$ cat config.mk
export PLATFORM = sky130hd
export DESIGN_NAME = nand_id_probe
export DESIGN_NICKNAME = d
export VERILOG_FILES = /design/src/rtl/nand_probe_pkg.sv /design/src/rtl/nand_geom_calc.sv /design/src/rtl/nand_probe_seq.sv /design/src/rtl/nand_id_probe.sv
export SDC_FILE = /design/constraint.sdc
export NUM_CORES = 1
export LEC_CHECK = 0
export BUFFER_PORTS_ARGS = -buffer_cell sky130_fd_sc_hd__buf_2
export CAP_MARGIN = 30
export CORE_MARGIN = 5
export CORE_UTILIZATION = 30
export DETAILED_ROUTE_END_ITERATION = 10
export GPL_TIMING_DRIVEN = 0
export HOLD_SLACK_MARGIN = 0.12
export MAX_ROUTING_LAYER = met4
export PLACE_DENSITY_LB_ADDON = 0.3
export SYNTH_ARGS = -nofsm -noshare
export SYNTH_HDL_FRONTEND = slang
export SYNTH_SLANG_ARGS = --single-unit
$ cat constraint.sdc
create_clock -name clk_i -period 6.65 [get_ports clk_i]
set_clock_uncertainty 0.05 [all_clocks]
set_input_delay 0.3325 -clock clk_i [delete_from_list [all_inputs] [get_ports clk_i]]
set_output_delay 0.3325 -clock clk_i [all_outputs]
set_load 0.03 [all_outputs]
$ cat src/rtl/nand_probe_pkg.sv
package nand_probe_pkg;

  localparam int unsigned SIZE_W = 16;
  localparam logic [7:0] CMD_RESET   = 8'hFF;
  localparam logic [7:0] CMD_READ_ID = 8'h90;

  typedef enum logic [1:0] {
    ERR_NONE    = 2'd0,
    ERR_TIMEOUT = 2'd1,
    ERR_UNKNOWN = 2'd2,
    ERR_PAGE    = 2'd3
  } err_e;

  // page_lg2 / erase_lg2 (KiB) of zero: decode from extra ID bytes
  typedef struct packed {
    logic              hit;
    logic [SIZE_W-1:0] size_mib;
    logic [3:0]        page_lg2;
    logic [3:0]        erase_lg2;
    logic              wide;
  } dev_entry_t;

  function automatic dev_entry_t lookup_dev(input logic [7:0] code);
    dev_entry_t e;
    case (code)
      8'h6E:   e = '{1'b1, 16'd1,   4'd8, 4'd2, 1'b0};
      8'h6B:   e = '{1'b1, 16'd4,   4'd9, 4'd3, 1'b0};
      8'h73:   e = '{1'b1, 16'd16,  4'd9, 4'd4, 1'b0};
      8'h75:   e = '{1'b1, 16'd32,  4'd9, 4'd4, 1'b0};
      8'h56:   e = '{1'b1, 16'd64,  4'd9, 4'd4, 1'b1};
      8'h79:   e = '{1'b1, 16'd128, 4'd9, 4'd4, 1'b0};
      8'hF1:   e = '{1'b1, 16'd128, 4'd0, 4'd0, 1'b0};
      8'hDA:   e = '{1'b1, 16'd256, 4'd0, 4'd0, 1'b0};
      8'hCA:   e = '{1'b1, 16'd256, 4'd0, 4'd0, 1'b1};
      default: e = '0;
    endcase
    return e;
  endfunction

  function automatic logic maker_known(input logic [7:0] code);
    case (code)
      8'h98, 8'hEC, 8'h04, 8'h8F, 8'h07, 8'h20, 8'hAD: return 1'b1;
      default: return 1'b0;
    endcase
  endfunction

endpackage

$ cat src/rtl/nand_geom_calc.sv
module nand_geom_calc
  import nand_probe_pkg::*;
#(
  parameter int unsigned BLK_W = 20
) (
  input  logic [7:0]       dev_id_i,
  input  logic [7:0]       id4_i,
  output logic             known_o,
  output logic             need_ext_o,
  output logic             page_bad_o,
  output logic             wide_o,
  output logic [3:0]       page_lg2_o,
  output logic [3:0]       erase_lg2_o,
  output logic [2:0]       addr_cycles_o,
  output logic [BLK_W-1:0] block_count_o
);
  localparam int unsigned KIB_W = SIZE_W + 10;

  dev_entry_t       ent;
  logic             small_page;
  logic [KIB_W-1:0] chip_kib;
  logic [KIB_W-1:0] blocks_full;

  always_comb begin
    ent         = lookup_dev(dev_id_i);
    known_o     = ent.hit;
    wide_o      = ent.wide;
    need_ext_o  = ent.hit && (ent.page_lg2 == 4'd0 || ent.erase_lg2 == 4'd0);
    page_bad_o  = ent.hit && (ent.page_lg2 == 4'd8);
    page_lg2_o  = (ent.page_lg2 == 4'd0) ? 4'd10 + {2'b00, id4_i[1:0]} : ent.page_lg2;
    erase_lg2_o = (ent.erase_lg2 == 4'd0) ? 4'd6 + {2'b00, id4_i[5:4]} : ent.erase_lg2;
    small_page  = page_lg2_o <= 4'd9;
    if (small_page)
      addr_cycles_o = (ent.size_mib <= 16'd32)   ? 3'd3 :
                      (ent.size_mib <= 16'd8192) ? 3'd4 : 3'd5;
    else
      addr_cycles_o = (ent.size_mib <= 16'd128)   ? 3'd4 :
                      (ent.size_mib <= 16'd32768) ? 3'd5 : 3'd6;
    chip_kib      = {ent.size_mib, 10'b0};
    blocks_full   = chip_kib >> erase_lg2_o;
    block_count_o = blocks_full[BLK_W-1:0];
  end

  always_comb begin
    if (known_o) begin
      a_cycles_range_r7: assert (addr_cycles_o >= 3'd3 && addr_cycles_o <= 3'd6)
        else $error("address cycle count out of range");
    end
  end

endmodule

$ cat src/rtl/nand_probe_seq.sv
module nand_probe_seq
  import nand_probe_pkg::*;
#(
  parameter int unsigned READY_TIMEOUT = 64
) (
  input  logic       clk_i,
  input  logic       rst_ni,
  input  logic       start_i,
  input  logic       wide_bus_i,
  input  logic       rb_ni,
  input  logic [15:0] io_i,
  input  logic       known_i,
  input  logic       need_ext_i,
  input  logic       page_bad_i,
  output logic       cle_o,
  output logic       ale_o,
  output logic       re_o,
  output logic [7:0] io_o,
  output logic       busy_o,
  output logic       done_o,
  output logic       fail_o,
  output err_e       err_code_o,
  output logic [7:0] maker_o,
  output logic [7:0] dev_o,
  output logic [23:0] ext_o
);
  localparam int unsigned CNT_W = $clog2(READY_TIMEOUT + 1);

  typedef enum logic [3:0] {
    S_IDLE, S_RST_CMD, S_RST_WAIT, S_ID_CMD, S_ID_ADDR,
    S_RD_MAKER, S_RD_DEV, S_DECIDE, S_RD_X3, S_RD_X4, S_RD_X5
  } state_e;

  state_e           state_q;
  logic [CNT_W-1:0] wait_cnt_q;

  always_comb begin
    cle_o  = (state_q == S_RST_CMD) || (state_q == S_ID_CMD);
    ale_o  = (state_q == S_ID_ADDR);
    re_o   = (state_q inside {S_RD_MAKER, S_RD_DEV, S_RD_X3, S_RD_X4, S_RD_X5});
    io_o   = (state_q == S_RST_CMD) ? CMD_RESET :
             (state_q == S_ID_CMD)  ? CMD_READ_ID : 8'h00;
    busy_o = (state_q != S_IDLE);
  end

  always_ff @(posedge clk_i or negedge rst_ni) begin
    if (!rst_ni) begin
      state_q    <= S_IDLE;
      wait_cnt_q <= '0;
      done_o     <= 1'b0;
      fail_o     <= 1'b0;
      err_code_o <= ERR_NONE;
      maker_o    <= '0;
      dev_o      <= '0;
      ext_o      <= '0;
    end else begin
      done_o <= 1'b0;
      fail_o <= 1'b0;
      unique case (state_q)
        S_IDLE: if (start_i) begin
          state_q    <= S_RST_CMD;
          err_code_o <= ERR_NONE;
          maker_o    <= '0;
          dev_o      <= '0;
          ext_o      <= '0;
        end
        S_RST_CMD: begin
          state_q    <= S_RST_WAIT;
          wait_cnt_q <= '0;
        end
        S_RST_WAIT: begin
          if (wait_cnt_q != '0 && rb_ni) state_q <= S_ID_CMD;
          else if (wait_cnt_q == CNT_W'(READY_TIMEOUT)) begin
            state_q    <= S_IDLE;
            fail_o     <= 1'b1;
            err_code_o <= ERR_TIMEOUT;
          end else wait_cnt_q <= wait_cnt_q + 1'b1;
        end
        S_ID_CMD:  state_q <= S_ID_ADDR;
        S_ID_ADDR: state_q <= S_RD_MAKER;
        S_RD_MAKER: begin
          maker_o <= io_i[7:0];
          state_q <= S_RD_DEV;
        end
        S_RD_DEV: begin
          dev_o   <= io_i[7:0];
          state_q <= S_DECIDE;
        end
        S_DECIDE: begin
          if (!known_i) begin
            state_q <= S_IDLE; fail_o <= 1'b1; err_code_o <= ERR_UNKNOWN;
          end else if (need_ext_i) begin
            state_q <= S_RD_X3;
          end else if (page_bad_i) begin
            state_q <= S_IDLE; fail_o <= 1'b1; err_code_o <= ERR_PAGE;
          end else begin
            state_q <= S_IDLE; done_o <= 1'b1;
          end
        end
        S_RD_X3: begin
          ext_o[7:0] <= io_i[7:0];
          state_q    <= S_RD_X4;
        end
        S_RD_X4: begin
          ext_o[15:8] <= io_i[7:0];
          state_q     <= S_RD_X5;
        end
        S_RD_X5: begin
          ext_o[23:16] <= wide_bus_i ? io_i[15:8] : io_i[7:0];
          state_q      <= S_IDLE;
          done_o       <= 1'b1;
        end
        default: state_q <= S_IDLE;
      endcase
    end
  end

  p_one_strobe_r1: assert property (@(posedge clk_i) disable iff (!rst_ni)
    $onehot0({cle_o, ale_o, re_o}));
  p_addr_after_id_r1: assert property (@(posedge clk_i) disable iff (!rst_ni)
    (cle_o && io_o == CMD_READ_ID) |=> (ale_o && io_o == 8'h00));
  p_read_after_addr_r1: assert property (@(posedge clk_i) disable iff (!rst_ni)
    ale_o |=> re_o);
  p_ready_before_id_r11: assert property (@(posedge clk_i) disable iff (!rst_ni)
    (cle_o && io_o == CMD_READ_ID) |-> $past(rb_ni));
  p_single_outcome_r13: assert property (@(posedge clk_i) disable iff (!rst_ni)
    !(done_o && fail_o));

endmodule

$ cat src/rtl/nand_id_probe.sv
module nand_id_probe
  import nand_probe_pkg::*;
#(
  parameter int unsigned READY_TIMEOUT = 64,
  parameter int unsigned PAGE_W        = 14,
  parameter int unsigned ERASE_W       = 10,
  parameter int unsigned BLK_W         = 20
) (
  input  logic               clk_i,
  input  logic               rst_ni,
  input  logic               start_i,
  input  logic               wide_bus_i,
  input  logic               rb_ni,
  input  logic [15:0]        io_i,
  output logic               cle_o,
  output logic               ale_o,
  output logic               re_o,
  output logic [7:0]         io_o,
  output logic               busy_o,
  output logic               valid_o,
  output logic               err_o,
  output logic [1:0]         err_code_o,
  output logic [7:0]         maker_id_o,
  output logic               maker_known_o,
  output logic [7:0]         dev_id_o,
  output logic [23:0]        ext_id_o,
  output logic               bus16_o,
  output logic [PAGE_W-1:0]  page_size_o,
  output logic [ERASE_W-1:0] erase_kib_o,
  output logic [2:0]         addr_cycles_o,
  output logic [BLK_W-1:0]   block_count_o
);
  logic             known, need_ext, page_bad, wide, done, fail;
  logic [3:0]       page_lg2, erase_lg2;
  logic [2:0]       cycles;
  logic [BLK_W-1:0] blocks;
  err_e             code;

  nand_probe_seq #(.READY_TIMEOUT(READY_TIMEOUT)) u_seq (
    .clk_i, .rst_ni, .start_i, .wide_bus_i, .rb_ni, .io_i,
    .known_i(known), .need_ext_i(need_ext), .page_bad_i(page_bad),
    .cle_o, .ale_o, .re_o, .io_o, .busy_o,
    .done_o(done), .fail_o(fail), .err_code_o(code),
    .maker_o(maker_id_o), .dev_o(dev_id_o), .ext_o(ext_id_o)
  );

  nand_geom_calc #(.BLK_W(BLK_W)) u_geom (
    .dev_id_i(dev_id_o), .id4_i(ext_id_o[15:8]),
    .known_o(known), .need_ext_o(need_ext), .page_bad_o(page_bad), .wide_o(wide),
    .page_lg2_o(page_lg2), .erase_lg2_o(erase_lg2),
    .addr_cycles_o(cycles), .block_count_o(blocks)
  );

  assign err_code_o = code;

  always_ff @(posedge clk_i or negedge rst_ni) begin
    if (!rst_ni) begin
      valid_o       <= 1'b0;
      err_o         <= 1'b0;
      maker_known_o <= 1'b0;
      bus16_o       <= 1'b0;
      page_size_o   <= '0;
      erase_kib_o   <= '0;
      addr_cycles_o <= '0;
      block_count_o <= '0;
    end else if (start_i && !busy_o) begin
      valid_o <= 1'b0;
      err_o   <= 1'b0;
    end else if (done) begin
      valid_o       <= 1'b1;
      maker_known_o <= maker_known(maker_id_o);
      bus16_o       <= wide;
      page_size_o   <= PAGE_W'(1) << page_lg2;
      erase_kib_o   <= ERASE_W'(1) << erase_lg2;
      addr_cycles_o <= cycles;
      block_count_o <= blocks;
    end else if (fail) begin
      err_o <= 1'b1;
    end
  end

  p_flags_excl_r13: assert property (@(posedge clk_i) disable iff (!rst_ni)
    !(valid_o && err_o));
  p_no_small_page_r6: assert property (@(posedge clk_i) disable iff (!rst_ni)
    valid_o |-> page_size_o >= PAGE_W'(512));
  p_err_coded_r10: assert property (@(posedge clk_i) disable iff (!rst_ni)
    err_o |-> err_code_o != 2'd0);

endmodule

Word-level counts from Yosys, hierarchy flattened:

Cells that the tools add are included.

* add/subtract/negate cells: 3
* $lt $le $gt $ge: 5
* eq/ne operators: 36
* shift operators: 3
* multiplexer cells: 50
* bitwise gates (word level): 1
* reduce and logical (&&, ||, !) cells: 33

Operators by type and width (count)
* one-hot mux 26 bit (9 select lines): 1
* one-hot mux 8 bit (2 select lines): 5
* == test 8 bit, second input constant: 7
* == test 8 x 7 -> 1 bit, second input constant: 6
* one-hot mux 4 bit (10 select lines): 1
* 2-to-1 mux 8 bit: 4
* 2-to-1 mux 4 bit: 7
* right shift 26 x 4 -> 20 bit: 1
* 2-to-1 mux 24 bit: 1
* == test 4 x 3 -> 1 bit, second input constant: 4
* == test 4 bit, second input constant: 4
* == test 8 x 3 -> 1 bit, second input constant: 2
* less-or-equal comparator 16 x 14 -> 1 bit, second input constant: 1
* less-or-equal comparator 16 bit, second input constant: 1
* less-or-equal comparator 16 x 6 -> 1 bit, second input constant: 1
* less-or-equal comparator 16 x 8 -> 1 bit, second input constant: 1
* AND reduction 2 bit: 8
* nonzero test 2 bit: 8
* 2-to-1 mux 1 bit: 15
* 2-to-1 mux 2 bit: 7
* 2-to-1 mux 7 bit: 2
* one-hot mux 7 bit (2 select lines): 1
* << shifter 1 x 4 -> 14 bit, first input constant: 1
* logical NOT 4 bit: 3
* 27 further kinds: 39

* register bits after elaboration: 106
* bits of input ports: 21
* output and inout bits: 105
* logic and storage cells: 149

Longest topological paths before layout:

* depth after elaboration: 8
* mapped depth: 7
* depth with buffers taken out: 7

Cells and area by module:

From an unflattened synthesis, not the netlist that was laid out.

* cell total of the unflattened synthesis: 534
* area, all modules: 5256.3 sq um

By module, submodules not included
* nand_probe_seq: instances 1, cells an instance 285, area each 2567.5 sq um, sequential area each 1376.3 sq um
* nand_id_probe: instances 1, cells an instance 168, area each 2102.0 sq um, sequential area each 1276.2 sq um
* nand_geom_calc: instances 1, cells an instance 81, area each 586.8 sq um, sequential area each 0.0 sq um

Least setup slack after synthesis:

No wires, ideal clock.

* kind: flip-flop to flip-flop
* start: reg u_seq.wait_cnt_q[0]
* end: reg u_seq.wait_cnt_q[5]
* library setup time: 0.082 ns
* data arrival time: 2.075 ns
* required time: 6.518 ns
* slack: 4.443 ns
* stages on the path, launching flop included: 8
* buffers on the path: 0
* clock period less this slack: 2.207 ns
* path through: dfrtp_1 inv_1 ha_1 or4b_4 nor3_4 o21ai_4 or4_1 a21oi_1

* word-level cells in the longest chain between the ends: 4
* elaborated cells between the ends (all ways): 10
* classes of those cells: 1 x add/sub; 3 x eq/ne; 3 x mux; 3 x reduce/logical

Ends and longest elaborated chain
* start, declared: RTL line nand_probe_seq.sv:35 `logic [CNT_W-1:0] wait_cnt_q;`
* start signal, assigned: RTL line nand_probe_seq.sv:77 `end else wait_cnt_q <= wait_cnt_q + 1'b1;`
* adder 7 x 1 -> 7 bit or nonzero test 7 bit (tied branches): RTL line nand_probe_seq.sv:77, nand_probe_seq.sv:72
* 2-to-1 mux 7 bit or logical AND 1 bit (tied branches): RTL line nand_probe_seq.sv:73, nand_probe_seq.sv:72
* 2-to-1 mux 7 bit or inequality test 2 bit (tied branches)
* one-hot mux 7 bit (2 select lines) or AND reduction 3 bit (tied branches)

Parallel ways exist; a longest one is shown, timed or not. The select of a mux whose other input is x is not followed.
A chain may end at the register's enable or synchronous reset.

Worst setup path after layout:

* start: reg u_seq.state_q[0]
* end: out io_o[6]

* word-level cells in the longest chain between the ends: 2

Ends and longest elaborated chain
* start, declared: RTL line nand_probe_seq.sv:34 `state_e state_q;`
* start signal, assigned: RTL line nand_probe_seq.sv:48 `state_q <= S_IDLE;`
* start signal, assigned: RTL line nand_probe_seq.sv:61 `state_q <= S_RST_CMD;`
* start signal, assigned: RTL line nand_probe_seq.sv:68 `state_q <= S_RST_WAIT;`
* == test 4 x 1 -> 1 bit: RTL line nand_probe_seq.sv:41 `io_o = (state_q == S_RST_CMD) ? CMD_RESET :`
* 2-to-1 mux 8 bit: RTL line nand_probe_seq.sv:41
* end, declared: RTL line nand_id_probe.sv:18 `output logic [7:0] io_o,`

No other way between the ends.

==> metrics.csv <==
metric,value,unit
regArea,2630,µm²
io_pins,126,
cp.arrival,2.27,ns
root_buffer,clkbuf_16,
critPathMaxStageDelay,0.44,ns
htree_levels,3,
gr-total-overflow,0,
min_period,2.65,ns
grt_max_degree,59,
nNetsFinal,657,
gp_congestion,0.848,
core,15900,µm²
routed-via-count,4127,
die_area,18800,µm²
leakagePower,3.08,nW
drive_gt1_frac,0.250,
syn_area,4850,µm²
cp-start-kind,flop,
setup_tns,0,ns
relSlewSlack,0.365,
dr.pass1.iters,5,
avgSynthCellArea,9.76,µm²
power,2.04,mW
post_drt_wl_per_cell,16.3,µm
crit_chain,clkbuf_1 -> nor2b_1 -> nand2_1 -> inv_1 -> buf_4 -> buf_2,
die-height,137,µm
grt_pass1_wl,22000,µm
hold_viol_final,0,
n_antenna_cell,0,
r2r-start,u_seq.state_q[0],
cts_buffers,9,
cts_buffer_depth,2,
cap_violations,0,
numPortBuffers,123,
crit_start,u_seq.state_q[0],
synth.ff_latch_count,105,
crit_path_max_fanout,11,
drc_errors,0,
cts.sinks,105,
start_util,0.305,
via_per_inst,4.83,
synth_edf_count,0,
report.final.slew_viol_count,0,
synthesis.nets,520,
rsz0062_at_grt,false,
place_area,5770,µm²
fp.dieW,137,µm
drtIter0Drc,250,
cts_tree,built,
syn_inst,497,
fmax,0.377,GHz
status,"finished, final reports clean",
ys_types,61,
layout_common_cells,"buf_2 (126), dfrtp_1 (105), nand2_1 (98)",
syn2layout_area_growth,25.2,%
finalCritPeriodShare,0.399,
synth_warnings,0,
cts.clk_slew.worst_paths,0.07,ns
mostFrequentLayoutCell,buf_2,
holdCritStartpoint,io_i[6],
fin_area,6070,µm²
nFillCells,1633,
grt_usage,0.155,
synthArstFlopShare,1.00,
tightestPinTransition,0.951,ns
clock_latency,0.36,ns
peakVddDrop,151,µV
multiInputGateArea,1970,µm²
cts_resized,0,
rows,46,
synth_flop_cell,dfrtp_1,
worst-setup-path-type,reg2out,
antenna_found_initial,0,
grt_pass1_vias,4164,
yosysSeqAreaShare,0.542,
p_per_area,335,nW/µm²
cp.required,6.27,ns
worst_setup_path_end_kind,output port,
finalSetupViolations,0,
hp-class,in2reg,
routed_wl,14000,µm
hpwl,10500,µm
slowest_stage,dfrtp_1,
drtAntennaViolNets,0,
-- registers in the layout, summed over array words and instances, names as in the netlist, 2 cells and up --
| signal | count |
|---|---|
| erase_kib_o | 10 |
| page_size_o | 14 |
| u_seq.ext_o | 24 |
| block_count_o | 19 |
| u_seq.state_q | 4 |
| u_seq.wait_cnt_q | 7 |
| u_seq.err_code_o | 2 |
| addr_cycles_o | 3 |
| u_seq.dev_o | 8 |
| u_seq.maker_o | 8 |
-- worst max-delay path, delay by kind of cell, from the launching register on --
| kind | cells | cell delay, ns |
|---|---|---|
| and+or+nand+nor | 2 | 0.48 |
| buffers and inverters | 4 | 0.98 |
| DFF | 1 | 0.44 |
-- cell usage after synthesis (all sizes together) (3+ instances only) --
master | count | share of area
dfrtp | 105 | 0.54
nand2 | 98 | 0.076
nand3 | 33 | 0.034
o21ai | 32 | 0.035
and2 | 27 | 0.035
nor2 | 25 | 0.020
clkbuf | 21 | 0.018
inv | 13 | 0.010
a21oi | 12 | 0.012
buf | 12 | 0.016
o31ai | 11 | 0.017
mux2i | 8 | 0.017
nor3 | 8 | 0.011
a31oi | 7 | 0.0090
nand2b | 7 | 0.0090
nor2b | 7 | 0.0090
o211ai | 5 | 0.0077
xor2 | 5 | 0.0090
nand4b | 4 | 0.0072
o41ai | 4 | 0.0072
a21o | 3 | 0.0046
nor3b | 3 | 0.0046
or4 | 3 | 0.0046
xnor2 | 3 | 0.0054
-- power by group --
group,switching (mW),internal (mW)
combinational,0.488,0.235
sequential,0.0747,0.707
clock,0.230,0.302
total,0.792,1.24
-- worst paths after layout --
check / slack, ns / depth (start not counted) / endpoint
setup / recovery: 4.00 / 6 / io_o[6]
hold / removal: 0.22 / 3 / u_seq.maker_o[6]
setup reg to reg: 4.09 / 6 / page_size_o[11]
hold reg to reg: 0.43 / 1 / page_size_o[3]
max in group asynchronous: 5.33 / 3 / u_seq.ext_o[1]
min in group asynchronous: 0.50 / 2 / page_size_o[8]
-- per-stage QoR --
stage | cells | setup slack [ns] | util | hold WS, ns
final | 855 | 4.00 | 0.382 | 0.218
after global routing | 855 | 3.87 | 0.382 | 0.221
after CTS | 855 | 4.02 | 0.382 | 0.204
after detailed placement | 838 | 4.10 | 0.363 | 0.356
after global placement | 836 | 3.90 | 0.361 | 0.405
after floorplan | 497 | 4.44 | - | -0.0131
-- kinds of logic (layout without fill, tap and decap cells) --
kind of cell / after synthesis / after routing / synth area share
AO/OA/AOI/OAI: 93 / 93 / 0.125
XOR/XNOR: 8 / 8 / 0.0145
adder cells (fa/ha/maj): 2 / 2 / 0.00516
buffers and inverters: 47 / 189 / 0.0514
flip-flops: 105 / 105 / 0.542
multiplexers: 9 / 9 / 0.0188
other: 1 / 1 / 0.000773
AND/OR/NAND/NOR: 232 / 232 / 0.242
-- per-layer routing --
metal	part of all wire	global-route usage	up-vias
li1	-	-	1983
met1	0.46	0.197	1992
met2	0.46	0.244	136
met3	0.064	0.0386	16
met4	0.014	0.0510	0
met5	0	-	-
-- cell type report --
cell class,count,area share
Sequential cell,105,0.433
Multi-Input combinational cell,345,0.325
Timing Repair Buffer,126,0.109
Tap cell,216,0.0445
Clock buffer,13,0.0412
Buffer,34,0.0330
Inverter,13,0.00804
Clock inverter,3,0.00660
-- repair_timing --
item / 4_1_cts / 5_1_grt
hold endpoints to repair: 47 / 0
setup buffers: 0 / 0
endpoints found under the setup margin: 0 / 0
hold buffers: 1 / 0
(Power assumes the default switching activity.)
